==> src/rtl/eirq_pkg.sv <==
package eirq_pkg;
  localparam int REG_W      = 8;
  localparam int BIT_EN     = 7;
  localparam int BIT_OSC_HI = 6;
  localparam int BIT_OSC_LO = 5;
  localparam int BIT_PEND   = 3;
  localparam int BIT_CLR    = 1;
  localparam logic [1:0] OSC_RST = 2'b10;
endpackage

==> src/rtl/eirq_sync.sv <==
module eirq_sync #(
  parameter int               WIDTH   = 1,
  parameter int               STAGES  = 2,
  parameter logic [WIDTH-1:0] RST_VAL = '0
) (
  input  logic             clk_i,
  input  logic             rst_ni,
  input  logic [WIDTH-1:0] d_i,
  output logic [WIDTH-1:0] q_o
);
  logic [WIDTH-1:0] stg_q [STAGES];

  for (genvar i = 0; i < STAGES; i++) begin : g_stg
    always_ff @(posedge clk_i or negedge rst_ni) begin
      if (!rst_ni) stg_q[i] <= RST_VAL;
      else if (i == 0) stg_q[i] <= d_i;
      else stg_q[i] <= stg_q[(i == 0) ? 0 : i-1];
    end
  end

  assign q_o = stg_q[STAGES-1];
endmodule

==> src/rtl/eirq_combine.sv <==
module eirq_combine #(
  parameter int NUM_PORT = 4
) (
  input  logic                clk_i,
  input  logic                rst_ni,
  input  logic [NUM_PORT-1:0] port_s_i,
  input  logic                ext_n_s_i,
  output logic                active_o,
  output logic                edge_o
);
  logic active_q;

  // Any active source holds the merged line; a new edge needs all sources idle first.
  assign active_o = (|port_s_i) | ~ext_n_s_i;
  assign edge_o   = active_o & ~active_q;

  always_ff @(posedge clk_i or negedge rst_ni) begin
    if (!rst_ni) active_q <= 1'b0;
    else         active_q <= active_o;
  end


  edge_once_chk: assert property (@(posedge clk_i) disable iff (!rst_ni)
    edge_o |=> !edge_o);
endmodule

==> src/rtl/eirq_csr.sv <==
module eirq_csr
  import eirq_pkg::*;
#(
  parameter int               ADDR_W   = 8,
  parameter logic [ADDR_W-1:0] CSR_ADDR = 8'h0D
) (
  input  logic              clk_i,
  input  logic              rst_ni,
  input  logic [ADDR_W-1:0] addr_i,
  input  logic              wr_en_i,
  input  logic [REG_W-1:0]  wdata_i,
  input  logic              edge_i,
  input  logic              active_i,
  input  logic              level_mode_i,
  output logic [REG_W-1:0]  rdata_o,
  output logic              irq_req_o,
  output logic [1:0]        osc_sel_o
);
  logic       hit, wr, clr;
  logic       en_q, pend_q;
  logic [1:0] osc_q;

  assign hit = (addr_i == CSR_ADDR);
  assign wr  = hit & wr_en_i;
  assign clr = wr & wdata_i[BIT_CLR];

  always_ff @(posedge clk_i or negedge rst_ni) begin
    if (!rst_ni) begin
      en_q  <= 1'b1;
      osc_q <= OSC_RST;
    end else if (wr) begin
      en_q  <= wdata_i[BIT_EN];
      osc_q <= {wdata_i[BIT_OSC_HI], wdata_i[BIT_OSC_LO]};
    end
  end

  // Set wins over clear.
  always_ff @(posedge clk_i or negedge rst_ni) begin
    if (!rst_ni)     pend_q <= 1'b0;
    else if (edge_i) pend_q <= 1'b1;
    else if (clr)    pend_q <= 1'b0;
  end

  always_comb begin
    rdata_o = '0;
    if (hit) begin
      rdata_o[BIT_EN]     = en_q;
      rdata_o[BIT_OSC_HI] = osc_q[1];
      rdata_o[BIT_OSC_LO] = osc_q[0];
      rdata_o[BIT_PEND]   = pend_q;
    end
  end

  assign irq_req_o = en_q & (pend_q | (level_mode_i & active_i));
  assign osc_sel_o = osc_q;


  pend_rise_chk: assert property (@(posedge clk_i) disable iff (!rst_ni)
    $rose(pend_q) |-> $past(edge_i));

  clr_edge_chk: assert property (@(posedge clk_i) disable iff (!rst_ni)
    (clr && edge_i) |=> pend_q);

  en_gate_chk: assert property (@(posedge clk_i) disable iff (!rst_ni)
    !en_q |-> !irq_req_o);

  edge_only_chk: assert property (@(posedge clk_i) disable iff (!rst_ni)
    (!level_mode_i && !pend_q) |-> !irq_req_o);

  unused_zero_chk: assert property (@(posedge clk_i) disable iff (!rst_ni)
    (rdata_o[4] == 1'b0) && (rdata_o[2] == 1'b0) && (rdata_o[BIT_CLR] == 1'b0) && (rdata_o[0] == 1'b0));
endmodule

==> src/rtl/ext_irq_ctrl.sv <==
module ext_irq_ctrl
  import eirq_pkg::*;
#(
  parameter int                NUM_PORT    = 4,
  parameter int                SYNC_STAGES = 2,
  parameter int                ADDR_W      = 8,
  parameter logic [ADDR_W-1:0] CSR_ADDR    = 8'h0D
) (
  input  logic                clk_i,
  input  logic                rst_ni,
  input  logic [NUM_PORT-1:0] port_irq_i,
  input  logic                ext_n_i,
  input  logic                level_mode_i,
  input  logic [ADDR_W-1:0]   addr_i,
  input  logic                wr_en_i,
  input  logic [REG_W-1:0]    wdata_i,
  output logic [REG_W-1:0]    rdata_o,
  output logic                irq_req_o,
  output logic [1:0]          osc_sel_o
);
  localparam int SYNC_W = NUM_PORT + 1;

  logic [SYNC_W-1:0] pins_s;
  logic              active, edge_det;

  // Port inputs idle low, pin idles high.
  eirq_sync #(
    .WIDTH  (SYNC_W),
    .STAGES (SYNC_STAGES),
    .RST_VAL({1'b1, {NUM_PORT{1'b0}}})
  ) i_sync (
    .clk_i (clk_i),
    .rst_ni(rst_ni),
    .d_i   ({ext_n_i, port_irq_i}),
    .q_o   (pins_s)
  );

  eirq_combine #(.NUM_PORT(NUM_PORT)) i_combine (
    .clk_i    (clk_i),
    .rst_ni   (rst_ni),
    .port_s_i (pins_s[NUM_PORT-1:0]),
    .ext_n_s_i(pins_s[NUM_PORT]),
    .active_o (active),
    .edge_o   (edge_det)
  );

  eirq_csr #(.ADDR_W(ADDR_W), .CSR_ADDR(CSR_ADDR)) i_csr (
    .clk_i       (clk_i),
    .rst_ni      (rst_ni),
    .addr_i      (addr_i),
    .wr_en_i     (wr_en_i),
    .wdata_i     (wdata_i),
    .edge_i      (edge_det),
    .active_i    (active),
    .level_mode_i(level_mode_i),
    .rdata_o     (rdata_o),
    .irq_req_o   (irq_req_o),
    .osc_sel_o   (osc_sel_o)
  );
endmodule

==> config.mk <==
export PLATFORM = sky130hd
export DESIGN_NAME = ext_irq_ctrl
export DESIGN_NICKNAME = d
export VERILOG_FILES = /design/src/rtl/eirq_pkg.sv /design/src/rtl/eirq_sync.sv /design/src/rtl/eirq_combine.sv /design/src/rtl/eirq_csr.sv /design/src/rtl/ext_irq_ctrl.sv
export SDC_FILE = /design/constraint.sdc
export NUM_CORES = 1
export LEC_CHECK = 0
export BUFFER_PORTS_ARGS = -buffer_cell sky130_fd_sc_hd__buf_2
export CAP_MARGIN = 20
export CORE_MARGIN = 2
export CORE_UTILIZATION = 34
export DETAILED_ROUTE_END_ITERATION = 12
export PLACE_DENSITY = 0.68
export SLEW_MARGIN = 30
export SYNTH_ARGS = -nofsm -noshare
export SYNTH_HDL_FRONTEND = slang
export SYNTH_SLANG_ARGS = --single-unit
==> constraint.sdc <==
create_clock -name clk_i -period 1.72 [get_ports clk_i]
set_clock_uncertainty 0.05 [all_clocks]
set_input_delay 0.172 -clock clk_i [delete_from_list [all_inputs] [get_ports clk_i]]
set_output_delay 0.172 -clock clk_i [all_outputs]
set_load 0.01 [all_outputs]
==> parameters.txt <==
Parameter                              Value

Job
  Number of max-cap violations ... 0

Logic synthesis
  Number of instances in the synthesized netlist ... 40
  Unique cell type count in the Yosys netlist ... 17
  Portion of the post-synthesis area used by sequential elements ... 0.667
  Cell Area, Synth ... 571 um2
  Yosys warns ... 0
  Flip-flop and latch count after synthesis ... 15
  Mean Syn Cell Area ... between 10 and 15 um2

Layout
  Syn-to-layout area delta ... 46.3%
  Number of nets in the finished design ... between 100 and 150
  Antenna diodes ... 0
  Leading cell types in the layout, fill and taps excluded ... 27 x buf_2, 11 x dfrtp_1, 6 x dlygate4sd3_1
  Layout cell share with drive strength beyond 1 ... 0.564
  Fill cell count ... 131
  Most frequent standard cell in the layout excluding fill and tap cells ... buf_2
  Number of cells in the finished layout apart from fillers ... 94

Power and ir drop
  Leakage ... 0.423 nW
  PwrDens ... 762 mW/mm2
  Total power consumption of the routed design ... 0.000636 W
  Worst voltage drop across the vdd grid ... 0.473 mV

Placement
  Half-perimeter wire length after placement ... 742 um
  Port-buffer cells ... 27
  Place WS ... -0.148 ns
  Cells after DPL ... 84
  Placer congestion estimate ... 0.684

Routing
  First-pass DRT Iterations ... 2
  Total via count in the routed design ... 417
  Metal2 WL ... 554 um
  Routed via count divided by cell count ... between 4 and 5
  WL final ... a little under 1000 um
  Met3 Wirelength ... 43 um
  Met1 layer wirelength in the final routing ... 368 um
  First-iteration detailed-routing DRC count ... 3
  Highest Signal Layer ... met4
  Antenna-violating nets left ... 0
  Detailed-route DRC error count ... 0
  Average wire per cell in the routed design ... 10.6 um

Timing
  Post-layout min period ... 1.66 ns
  Final-report setup violation count ... 0
  Worst hold slack after final layout ... 0.0741 ns
  Maximum clock frequency ... between 0.6 and 0.7 GHz
  Max-slew violations ... 0
  Worst-case setup margin in the final layout ... 0.0613 ns
  Share of the cycle needed by the critical path after routing ... 0.964
  Unrepaired setup endpoints after global routing ... false
  Number of hold violations in the final report ... 0

Worst setup path
  Crit-path most repeated cell ... buf_2
  Arrival @ worst endpoint ... 1.44 ns
  Critical Path, Cell by Cell ... buf_2 -> or4b_4 -> nor4_4 -> buf_4 -> and2_1 -> buf_2
  CP Launch Type ... input pin
  Delay of the slowest cell on the worst path ... 0.55 ns
  Required time at the endpoint of the critical path ... 1.50 ns
  Classification of the worst setup path ... in2out
  CP delay by family, top ... simple AND/OR/NAND/NOR gates
  Slowest stage cell on the critical path ... or4b_4
  Total buffers and inverters traversed by the critical path ... 3
  Critical Path Sink Type ... primary output
  Critical path peak fanout ... 4

Run status
  Result of the run ... complete, no violations

Clock tree
  Buffers from clock root to sink, at most ... 2
  Register clock-pin slew on the reported worst setup and hold paths ... 0.09 ns
  Clock latency on the worst-skew pair ... 0.27 ns
  TritonCTS clock tree ... yes
  H-Tree Level Count ... 1
  Cts bufs inserted ... 3
  Count of clock tree sinks ... 15
  Master cell of the clock root buffer ... clkbuf_4

Global routing
  First-pass GRT wire length ... 1660 um
  Tot GR Track Use ... 0.121
  Maximum number of pins on one net before global-route repair ... 16
  GR Overflow Total ... 0
  Vias in the first global route ... 431
  Antenna violations before repair ... 0

Floorplan
  Top-level I/O count ... 36
  Core region area ... 0.00154 mm2
  Chip width ... around 45 um
  Total die area ... 0.00202 mm2
  Number of placement rows ... 14
  Initial core utilization ... 0.370
  Die height ... 45.0 um

Worst hold path
  Min-delay worst type ... in2reg
[metal layers]
layer | global-route usage | vias to the layer above
li1 | - | 204
met1 | 0.118 | 192
met2 | 0.203 | 17
met3 | 0.0360 | 4
met4 | 0.112 | 0
met5 | 0 | -
[worst paths after layout]
| check | start | endpoint | slack (ns) | depth (start not counted) |
|---|---|---|---|---|
| setup / recovery | addr_i[5] | rdata_o[6] | 0.06 | 6 |
| hold / removal | wdata_i[5] | i_csr.osc_sel_o[0]$_DFFE_PN0P_ | 0.07 | 2 |
| setup reg to reg | i_sync.q_o[2]$_DFF_PN0_ | i_csr.pend_q$_DFFE_PN0P_ | 0.43 | 4 |
| hold reg to reg | i_sync.stg_q[7]$_DFF_PN0_ | i_sync.q_o[2]$_DFF_PN0_ | 0.30 | 0 |
| max in group asynchronous | rst_ni | i_csr.osc_sel_o[1]$_DFFE_PN1P_ | 1.06 | 2 |
| min in group asynchronous | rst_ni | i_sync.stg_q[6]$_DFF_PN0_ | 0.26 | 2 |
[state kept, by name, summed over array words and instances (netlist names)]
register,count
i_csr.en_q,1
i_combine.active_q,1
i_csr.osc_sel_o,2
i_sync.stg_q,5
i_sync.q_o,5
i_csr.pend_q,1
[cell families after synthesis]
family | share of synthesized area
and+or+nand+nor | 0.138
other | 0.00657
buffers and inverters | 0.0592
muxes | 0.0789
DFF | 0.667
AOI/OAI and AO/OA | 0.0504
[synth_stat cells]
| cell type | number | area, um2 |
|---|---|---|
| a211o_1 | 1 | 8.76 |
| a21boi_0 | 1 | 7.51 |
| a21oi_1 | 1 | 5.00 |
| and2_1 | 4 | 25.0 |
| buf_4 | 4 | 30.0 |
| conb_1 | 1 | 3.75 |
| dfrtp_1 | 11 | 275 |
| dfstp_2 | 4 | 105 |
| inv_1 | 1 | 3.75 |
| mux2_4 | 3 | 45.0 |
| nand2_1 | 2 | 7.51 |
| nor2_1 | 1 | 3.75 |
| nor2b_1 | 1 | 6.26 |
| nor4_1 | 2 | 12.5 |
| o21a_1 | 1 | 7.51 |
| or4b_1 | 1 | 10.0 |
| or4b_4 | 1 | 13.8 |
[repair_timing]
action	CTS	global route
hold buffers	6	0
buffers inserted	0	0
hold endpoints to repair	18	0
resized for setup	0	4
endpoints found under the setup margin	0	5
[cell type report]
cell class | instances | area [um2] | area share
clock inverter | 1 | 5.00 | 0.00600
multi-input combinational | 23 | 193 | 0.231
inverter | 1 | 3.75 | 0.00450
timing repair buffer | 35 | 210 | 0.252
sequential | 15 | 380 | 0.456
clock buffer | 3 | 22.5 | 0.0270
tap | 16 | 20.0 | 0.0240
[power breakdown]
group / switching [W] / internal (W)
clock: 0.000107 / 0.0000861
sequential: 0.00000684 / 0.000372
combinational: 0.0000273 / 0.0000372
[metrics by stage]
stage | cell area (um2) | setup TNS, ns | utilization
floorplan | 586 | -0.0201 | -
detailed placement | 726 | -0.510 | 0.471
global route | 835 | 0 | 0.541
global placement | 726 | -0.466 | 0.471
finish | 835 | 0 | 0.541
CTS | 813 | 0 | 0.528
Power figures use the tool's default switching activity.
